<file path="src/rtl/gia_pkg.sv">
// Package: shared constants of the grouped interrupt aggregator.
// Holds the master register field positions and the width of the blanking length.
package gia_pkg;
    localparam int REG_W   = 32;  // software register width
    localparam int LEN_W   = 12;  // blanking length field width
    localparam int LEN_LSB = 0;   // length field lowest bit
    localparam int EN_BIT  = 12;  // blanking enable bit
    localparam int EOI_BIT = 13;  // end-of-interrupt bit
endpackage

</file>
<file path="src/rtl/gia_master_reg.sv">
// Module: master control register.
// Holds the blanking length and enable, and produces the self-clearing
// end-of-interrupt flag. Assumes a write strobe of a single cycle per access.
module gia_master_reg
    import gia_pkg::*;
(
    input  logic             clk,
    input  logic             rst_n,
    input  logic             wr,
    input  logic [REG_W-1:0] wdata,
    output logic [LEN_W-1:0] len_o,
    output logic             en_o,
    output logic             eoi_o,
    output logic             eoi_wr_o,
    output logic [REG_W-1:0] rd_o
);
    logic [LEN_W-1:0] len_q;
    logic             en_q;
    logic             eoi_q;

    assign eoi_wr_o = wr && wdata[EOI_BIT];

    // Capture configuration fields and pulse the EOI flag for one cycle
    always_ff @(posedge clk) begin
        if (!rst_n) begin
            len_q <= '0;
            en_q  <= 1'b0;
            eoi_q <= 1'b0;
        end else begin
            eoi_q <= eoi_wr_o;
            if (wr) begin
                len_q <= wdata[LEN_LSB +: LEN_W];
                en_q  <= wdata[EN_BIT];
            end
        end
    end

    // Assemble the read-back word from the stored fields
    always_comb begin
        rd_o                    = '0;
        rd_o[LEN_LSB +: LEN_W]  = len_q;
        rd_o[EN_BIT]            = en_q;
        rd_o[EOI_BIT]           = eoi_q;
    end

    assign len_o = len_q;
    assign en_o  = en_q;
    assign eoi_o = eoi_q;

    AST_EOI_SELF_CLEAR: assert property (@(posedge clk) disable iff (!rst_n)
        (eoi_q && !eoi_wr_o) |=> !eoi_q);
    AST_CFG_HOLD: assert property (@(posedge clk) disable iff (!rst_n)
        !wr |=> ($stable(len_q) && $stable(en_q)));
endmodule

</file>
<file path="src/rtl/gia_blank_timer.sv">
// Module: global blanking window counter.
// Loads the programmed length on a debounce write when blanking is enabled,
// and counts down once per slow tick. Assumes slow_tick is a one-cycle pulse.
module gia_blank_timer #(
    parameter int LEN_W = 12
) (
    input  logic             clk,
    input  logic             rst_n,
    input  logic             dbnc_wr,
    input  logic             slow_tick,
    input  logic             en,
    input  logic [LEN_W-1:0] len,
    output logic             blank_o
);
    logic [LEN_W-1:0] cnt_q;
    logic             arm;

    assign arm = dbnc_wr && en && (len != '0);

    // Reload on an armed write, otherwise count down on each slow tick
    always_ff @(posedge clk) begin
        if (!rst_n) begin
            cnt_q <= '0;
        end else if (arm) begin
            cnt_q <= len;
        end else if (slow_tick && (cnt_q != '0)) begin
            cnt_q <= cnt_q - 1'b1;
        end
    end

    assign blank_o = (cnt_q != '0);

    AST_RELOAD_FULL: assert property (@(posedge clk) disable iff (!rst_n)
        arm |=> (cnt_q == $past(len)));
    AST_NO_SELF_START: assert property (@(posedge clk) disable iff (!rst_n)
        (cnt_q == '0 && !arm) |=> (cnt_q == '0));
    AST_TICK_ONLY_DECR: assert property (@(posedge clk) disable iff (!rst_n)
        (cnt_q != '0 && !slow_tick && !arm) |=> $stable(cnt_q));
endmodule

</file>
<file path="src/rtl/gia_group_summary.sv">
// Module: bundle-wise OR of pending flags into a registered summary.
// Pins beyond NUM_PINS in the last bundle count as not pending.
// While blank is high the captured summary is forced to zero.
module gia_group_summary #(
    parameter int NUM_PINS     = 184,
    parameter int PINS_PER_GRP = 4,
    parameter int NUM_GRP      = (NUM_PINS + PINS_PER_GRP - 1) / PINS_PER_GRP
) (
    input  logic                clk,
    input  logic                rst_n,
    input  logic [NUM_PINS-1:0] pin_pend,
    input  logic                blank,
    output logic [NUM_GRP-1:0]  sum_o
);
    localparam int PAD_W = NUM_GRP * PINS_PER_GRP;

    logic [PAD_W-1:0]   pend_pad;
    logic [NUM_GRP-1:0] grp_or;
    logic [NUM_GRP-1:0] sum_q;

    // Zero-extend the flags to a whole number of bundles
    always_comb begin
        pend_pad                 = '0;
        pend_pad[NUM_PINS-1:0]   = pin_pend;
    end

    for (genvar g = 0; g < NUM_GRP; g++) begin : g_bundle
        assign grp_or[g] = |pend_pad[g*PINS_PER_GRP +: PINS_PER_GRP];
    end

    // Capture the bundle ORs, gated by the blanking window
    always_ff @(posedge clk) begin
        if (!rst_n) begin
            sum_q <= '0;
        end else begin
            sum_q <= blank ? '0 : grp_or;
        end
    end

    assign sum_o = sum_q;

    AST_BLANK_SILENCES_SUM: assert property (@(posedge clk) disable iff (!rst_n)
        blank |=> (sum_q == '0));
    AST_EMPTY_INPUT_EMPTY_SUM: assert property (@(posedge clk) disable iff (!rst_n)
        (pin_pend == '0) |=> (sum_q == '0));
endmodule

</file>
<file path="src/rtl/gia_irq_gen.sv">
// Module: host interrupt line with end-of-interrupt re-arm.
// Sets on a rise of the summary OR. Clears on an EOI write. One cycle after
// the EOI it sets again if anything is still pending.
module gia_irq_gen (
    input  logic clk,
    input  logic rst_n,
    input  logic any_pend,
    input  logic eoi_wr,
    input  logic eoi_q,
    output logic irq_o
);
    logic any_prev_q;
    logic irq_q;
    logic rise;

    assign rise = any_pend && !any_prev_q;

    // Remember the previous summary OR for edge detection
    always_ff @(posedge clk) begin
        if (!rst_n) any_prev_q <= 1'b0;
        else        any_prev_q <= any_pend;
    end

    // Interrupt state: EOI clears first, then rise or re-arm sets
    always_ff @(posedge clk) begin
        if (!rst_n) begin
            irq_q <= 1'b0;
        end else if (eoi_wr) begin
            irq_q <= 1'b0;
        end else if (rise || (eoi_q && any_pend)) begin
            irq_q <= 1'b1;
        end
    end

    assign irq_o = irq_q;

    AST_EOI_DROPS_IRQ: assert property (@(posedge clk) disable iff (!rst_n)
        eoi_wr |=> !irq_q);
    AST_RISE_RAISES_IRQ: assert property (@(posedge clk) disable iff (!rst_n)
        ($rose(any_pend) && !eoi_wr) |=> irq_q);
    AST_REARM_PENDING: assert property (@(posedge clk) disable iff (!rst_n)
        (eoi_q && any_pend && !eoi_wr) |=> irq_q);
endmodule

</file>
<file path="src/rtl/gpio_irq_aggregator.sv">
// Module: top of the grouped interrupt status aggregator.
// Joins the summary, blanking timer, master register and interrupt line,
// and splits the summary into two status words.
// Assumes NUM_GRP is above REG_W and at most twice REG_W.
module gpio_irq_aggregator
    import gia_pkg::*;
#(
    parameter int NUM_PINS     = 184,
    parameter int PINS_PER_GRP = 4
) (
    input  logic                clk,
    input  logic                rst_n,
    input  logic                slow_tick,
    input  logic [NUM_PINS-1:0] pin_pend,
    input  logic [NUM_PINS-1:0] pin_int_en,
    input  logic                dbnc_wr,
    input  logic                mst_wr,
    input  logic [REG_W-1:0]    mst_wdata,
    output logic [REG_W-1:0]    mst_rd,
    output logic [REG_W-1:0]    stat_lo,
    output logic [REG_W-1:0]    stat_hi,
    output logic [NUM_PINS-1:0] int_en_rd,
    output logic                host_irq
);
    localparam int NUM_GRP = (NUM_PINS + PINS_PER_GRP - 1) / PINS_PER_GRP;
    localparam int SPLIT_W = 2 * REG_W;

    logic [LEN_W-1:0]   cfg_len;
    logic               cfg_en;
    logic               eoi_q;
    logic               eoi_wr;
    logic               blank;
    logic [NUM_GRP-1:0] sum;
    logic [SPLIT_W-1:0] sum_pad;

    gia_master_reg u_mst (
        .clk      (clk),
        .rst_n    (rst_n),
        .wr       (mst_wr),
        .wdata    (mst_wdata),
        .len_o    (cfg_len),
        .en_o     (cfg_en),
        .eoi_o    (eoi_q),
        .eoi_wr_o (eoi_wr),
        .rd_o     (mst_rd)
    );

    gia_blank_timer #(.LEN_W(LEN_W)) u_blank (
        .clk       (clk),
        .rst_n     (rst_n),
        .dbnc_wr   (dbnc_wr),
        .slow_tick (slow_tick),
        .en        (cfg_en),
        .len       (cfg_len),
        .blank_o   (blank)
    );

    gia_group_summary #(
        .NUM_PINS     (NUM_PINS),
        .PINS_PER_GRP (PINS_PER_GRP),
        .NUM_GRP      (NUM_GRP)
    ) u_sum (
        .clk      (clk),
        .rst_n    (rst_n),
        .pin_pend (pin_pend),
        .blank    (blank),
        .sum_o    (sum)
    );

    gia_irq_gen u_irq (
        .clk      (clk),
        .rst_n    (rst_n),
        .any_pend (|sum),
        .eoi_wr   (eoi_wr),
        .eoi_q    (eoi_q),
        .irq_o    (host_irq)
    );

    // Spread the summary over the low and high status words
    always_comb begin
        sum_pad                = '0;
        sum_pad[NUM_GRP-1:0]   = sum;
    end

    assign stat_lo   = sum_pad[REG_W-1:0];
    assign stat_hi   = sum_pad[SPLIT_W-1:REG_W];
    assign int_en_rd = blank ? '0 : pin_int_en;

    AST_WINDOW_HIDES_ENABLES: assert property (@(posedge clk) disable iff (!rst_n)
        (cfg_en && dbnc_wr && cfg_len != '0) |=> (int_en_rd == '0));
    AST_IRQ_NEEDS_STATUS: assert property (@(posedge clk) disable iff (!rst_n)
        ($rose(host_irq)) |-> ((stat_lo != '0) || (stat_hi != '0) || $past(stat_lo != '0 || stat_hi != '0)));
endmodule

</file>
<file path="config.mk">
export PLATFORM = sky130hd
export DESIGN_NAME = gpio_irq_aggregator
export DESIGN_NICKNAME = d
export VERILOG_FILES = /design/src/rtl/gia_pkg.sv /design/src/rtl/gia_master_reg.sv /design/src/rtl/gia_blank_timer.sv /design/src/rtl/gia_group_summary.sv /design/src/rtl/gia_irq_gen.sv /design/src/rtl/gpio_irq_aggregator.sv
export SDC_FILE = /design/constraint.sdc
export NUM_CORES = 1
export LEC_CHECK = 0
export ABC_AREA = 1
export BUFFER_PORTS_ARGS = -buffer_cell sky130_fd_sc_hd__buf_2
export CORE_AREA = 2 2 271 273
export DETAILED_ROUTE_END_ITERATION = 6
export DIE_AREA = 0 0 273 275
export PLACE_DENSITY = 0.3
export SYNTH_ARGS = -nofsm -noshare
export SYNTH_HDL_FRONTEND = slang
export SYNTH_HIERARCHICAL = 1
export SYNTH_SLANG_ARGS = --single-unit
</file>
<file path="constraint.sdc">
create_clock -name clk -period 1.5 [get_ports clk]
set_input_delay 0.225 -clock clk [delete_from_list [all_inputs] [get_ports clk]]
set_output_delay 0.225 -clock clk [all_outputs]
set_load 0.02 [all_outputs]
</file>
==> out/results.tsv <==
metric	value	unit
status	finished, violations left	
violations	negative setup slack	
setup_viol	235	
holdWs	85.3	ps
synth_area_per_cell	5.85	sq um
power.density	2840	nW/um^2
drt_iter0_markers	196	
maxSlewViolCount	0	
grtUsageMet1	0.0849	
cts_htree_levels	3	
fp.dieW	273	um
io_buffers	631	
start_util	0.0759	
ys_seq_area_frac	0.270	
fin_nets	2031	
met3_usage	0.0251	
synthSimpleGateAreaFrac	0.366	
worst_pin_slew	524	ps
antenna_found_initial	5	
drive_gt1_frac	0.594	
dieArea	75100	sq um
drtAntennaViolNets	0	
boundaryPins	686	
std_cell_rows	99	
place_ws	-412	ps
drc_errors	0	
final_util	0.171	
cts.sinks	74	
crit_slowest_cell	dfxtp_2	
area_delta_synth_final	126	%
yosysWarnings	6	
drt_wl_total	36300	um
setup_ws	-667	ps
syn-instance-count	939	
grt_pass1_vias	7787	
maxCapViolations	0	
cts_inserted_buffers	9	
use_met2	0.180	
path_cells	nor2_4, inv_2, nor3_2, nand4_1, buf_6, buf_16, buf_12, buf_16, nor2_4, buf_6	
post-route-period-util	1.44	
leakagePower	0.00677	uW
track_usage	0.0883	
irDropWorstVdd	0.00199	V
crit_path_max_incr_delay	340	ps
cp.required	1270	ps
grt_first_pass_wirelength	48100	um
wl_per_cell	14.0	um
cts_tree	done	
r2r_setup_slack	-120	ps
place.gp.congestion	0.917	
holdCritPathClass	in -> reg	
clock_path_buffers	2	
vias	7850	
cp-end-kind	output pin	
top_usage_layer	met2	
clk_pin_slew	80	ps
synthXorXnorAreaFrac	0.00797	
grt_overflow	0	
rsz0062_at_grt	yes	
first_pass_iters	6	
crit_arrival	1940	ps
clock_latency	380	ps
layout_min_cycle_time	2170	ps
dp_hpwl	31100	um
hold_buffers	0	
synth_seq_cells	74	
synth.area.mux_share	0	
cp_max_fo	8	
synth_cell_types	26	
max_freq	0.461	GHz
die_h	275	um
hold_violations	0	
fin_area	12400	sq um
synth-compound-area-share	0.0727	
synth_top_family_by_area	simple AND/OR/NAND/NOR gates	
placedInstanceArea	10600	sq um
crit_type	reg -> out	
slew_headroom	0.651	
core-area	72300	sq um
worst_setup_path_start_kind	register	
path_delay_family	buffers and inverters	
fin_worst_skew	15.4	ps
fin_tns_setup	-110750	ps
syn_area	5490	sq um
vias_per_cell	3.03	
grt_max_degree	29	
cp.buffers_inverters	6	
clockRootBuffer	clkbuf_16	
synthAdderAreaFrac	0.00456	
-- routing by layer --
metal / vias up / share of wire
li1: 3982 / -
met1: 3384 / 0.34
met2: 448 / 0.56
met3: 34 / 0.077
met4: 2 / 0.019
met5: - / 0.00036
-- placed cells by master, fill, tap and decap left out --
master,instances
buf_6,98
nand2_2,9
inv_8,1
ha_4,1
nor2_2,49
buf_4,161
nand2_4,1
dfxtp_2,4
nor2_1,193
o21ai_0,2
clkbuf_16,11
o21ai_4,1
a21oi_2,40
diode_2,2
xnor2_1,3
inv_6,3
inv_1,224
clkinv_4,1
xor2_1,2
ha_1,1
nand3_2,2
buf_12,7
or2_1,1
nor2_4,114
inv_2,3
dfxtp_1,70
nor3_1,1
buf_2,447
nand4_1,5
nand2_1,69
nand3_1,48
buf_8,5
clkinv_8,1
nor3_2,1
conb_1,36
nand3b_1,1
clkinvlp_4,1
buf_16,5
a21oi_1,6
nand2_8,1
-- final timing paths --
check | to | depth (start not counted) | from
hold reg to reg | u_mst/en_o | 2 | u_mst/en_o
setup reg to reg | u_sum/sum_o[7] | 9 | u_blank/cnt_q[4]
setup / recovery | int_en_rd[132] | 10 | u_blank/cnt_q[4]
hold / removal | u_sum/sum_o[9] | 3 | pin_pend[39]
-- stage by stage --
| stage | std cells | power, uW |
|---|---|---|
| after CTS | 2583 | 33300 |
| after floorplan | 973 | 17900 |
| after detailed placement | 2554 | 25400 |
| after global routing | 2590 | 37500 |
| after global placement | 2554 | 25400 |
| final | 2590 | 35200 |
-- final cells by class --
type / count / area [sq um]
antenna: 2 / 5.00
inverter: 227 / 852
sequential: 74 / 1490
clock inverter: 7 / 70.1
multi-input combinational: 587 / 3600
fill: 8353 / 59900
timing repair buffer: 725 / 4950
tap: 959 / 1200
clock buffer: 9 / 225
-- sequential cells by signal (all words and copies together), names as in the netlist --
register,count
u_mst/eoi_o,1
u_mst/en_o,1
u_irq/irq_o,1
u_irq/any_prev_q,1
u_blank/cnt_q,12
u_mst/len_o,12
u_sum/sum_o,46
-- what timing repair did --
item,CTS,global route
cloned,4,3
setup buffers,9,4
gates resized for setup,250,160
setup endpoints to repair,243,244
pin swaps,11,15
-- worst reg2reg max path, delay by kind of cell (launching register included) --
family,cells,cell delay (ps)
buffers and inverters,4,570
flip-flops,1,340
AND/OR/NAND/NOR,4,470
AO/OA/AOI/OAI,1,150
-- synthesized netlist by cell type, drive strengths merged --
master,number,share of area
xor2,2,0.0032
buf,84,0.12
inv,227,0.16
nand3,50,0.047
nor3,2,0.0018
or2,1,0.0011
nand4,5,0.0057
nand3b,1,0.0014
dfxtp,74,0.27
a21oi,46,0.069
nor2,356,0.25
xnor2,3,0.0048
nand2,80,0.060
conb,2,0.0014
clkbuf,1,0.0025
o21ai,3,0.0034
ha,2,0.0046
-- kinds of logic after synthesis --
family | after synthesis
and+or+nand+nor | 495
adders and majority gates | 2
xor gates and xnor gates | 5
buffers and inverters | 312
DFF | 74
AOI/OAI and AO/OA | 49
other | 2
-- power breakdown --
group | leakage [uW] | switching (uW) | internal, uW | total [uW]
Clock | 0.000142 | 1100 | 1170 | 2270
Combinational | 0.00602 | 16500 | 13500 | 30100
Sequential | 0.000610 | 364 | 2480 | 2840
Total | 0.00677 | 18000 | 17200 | 35200
Note: power is estimated with default switching activity, not from simulation.
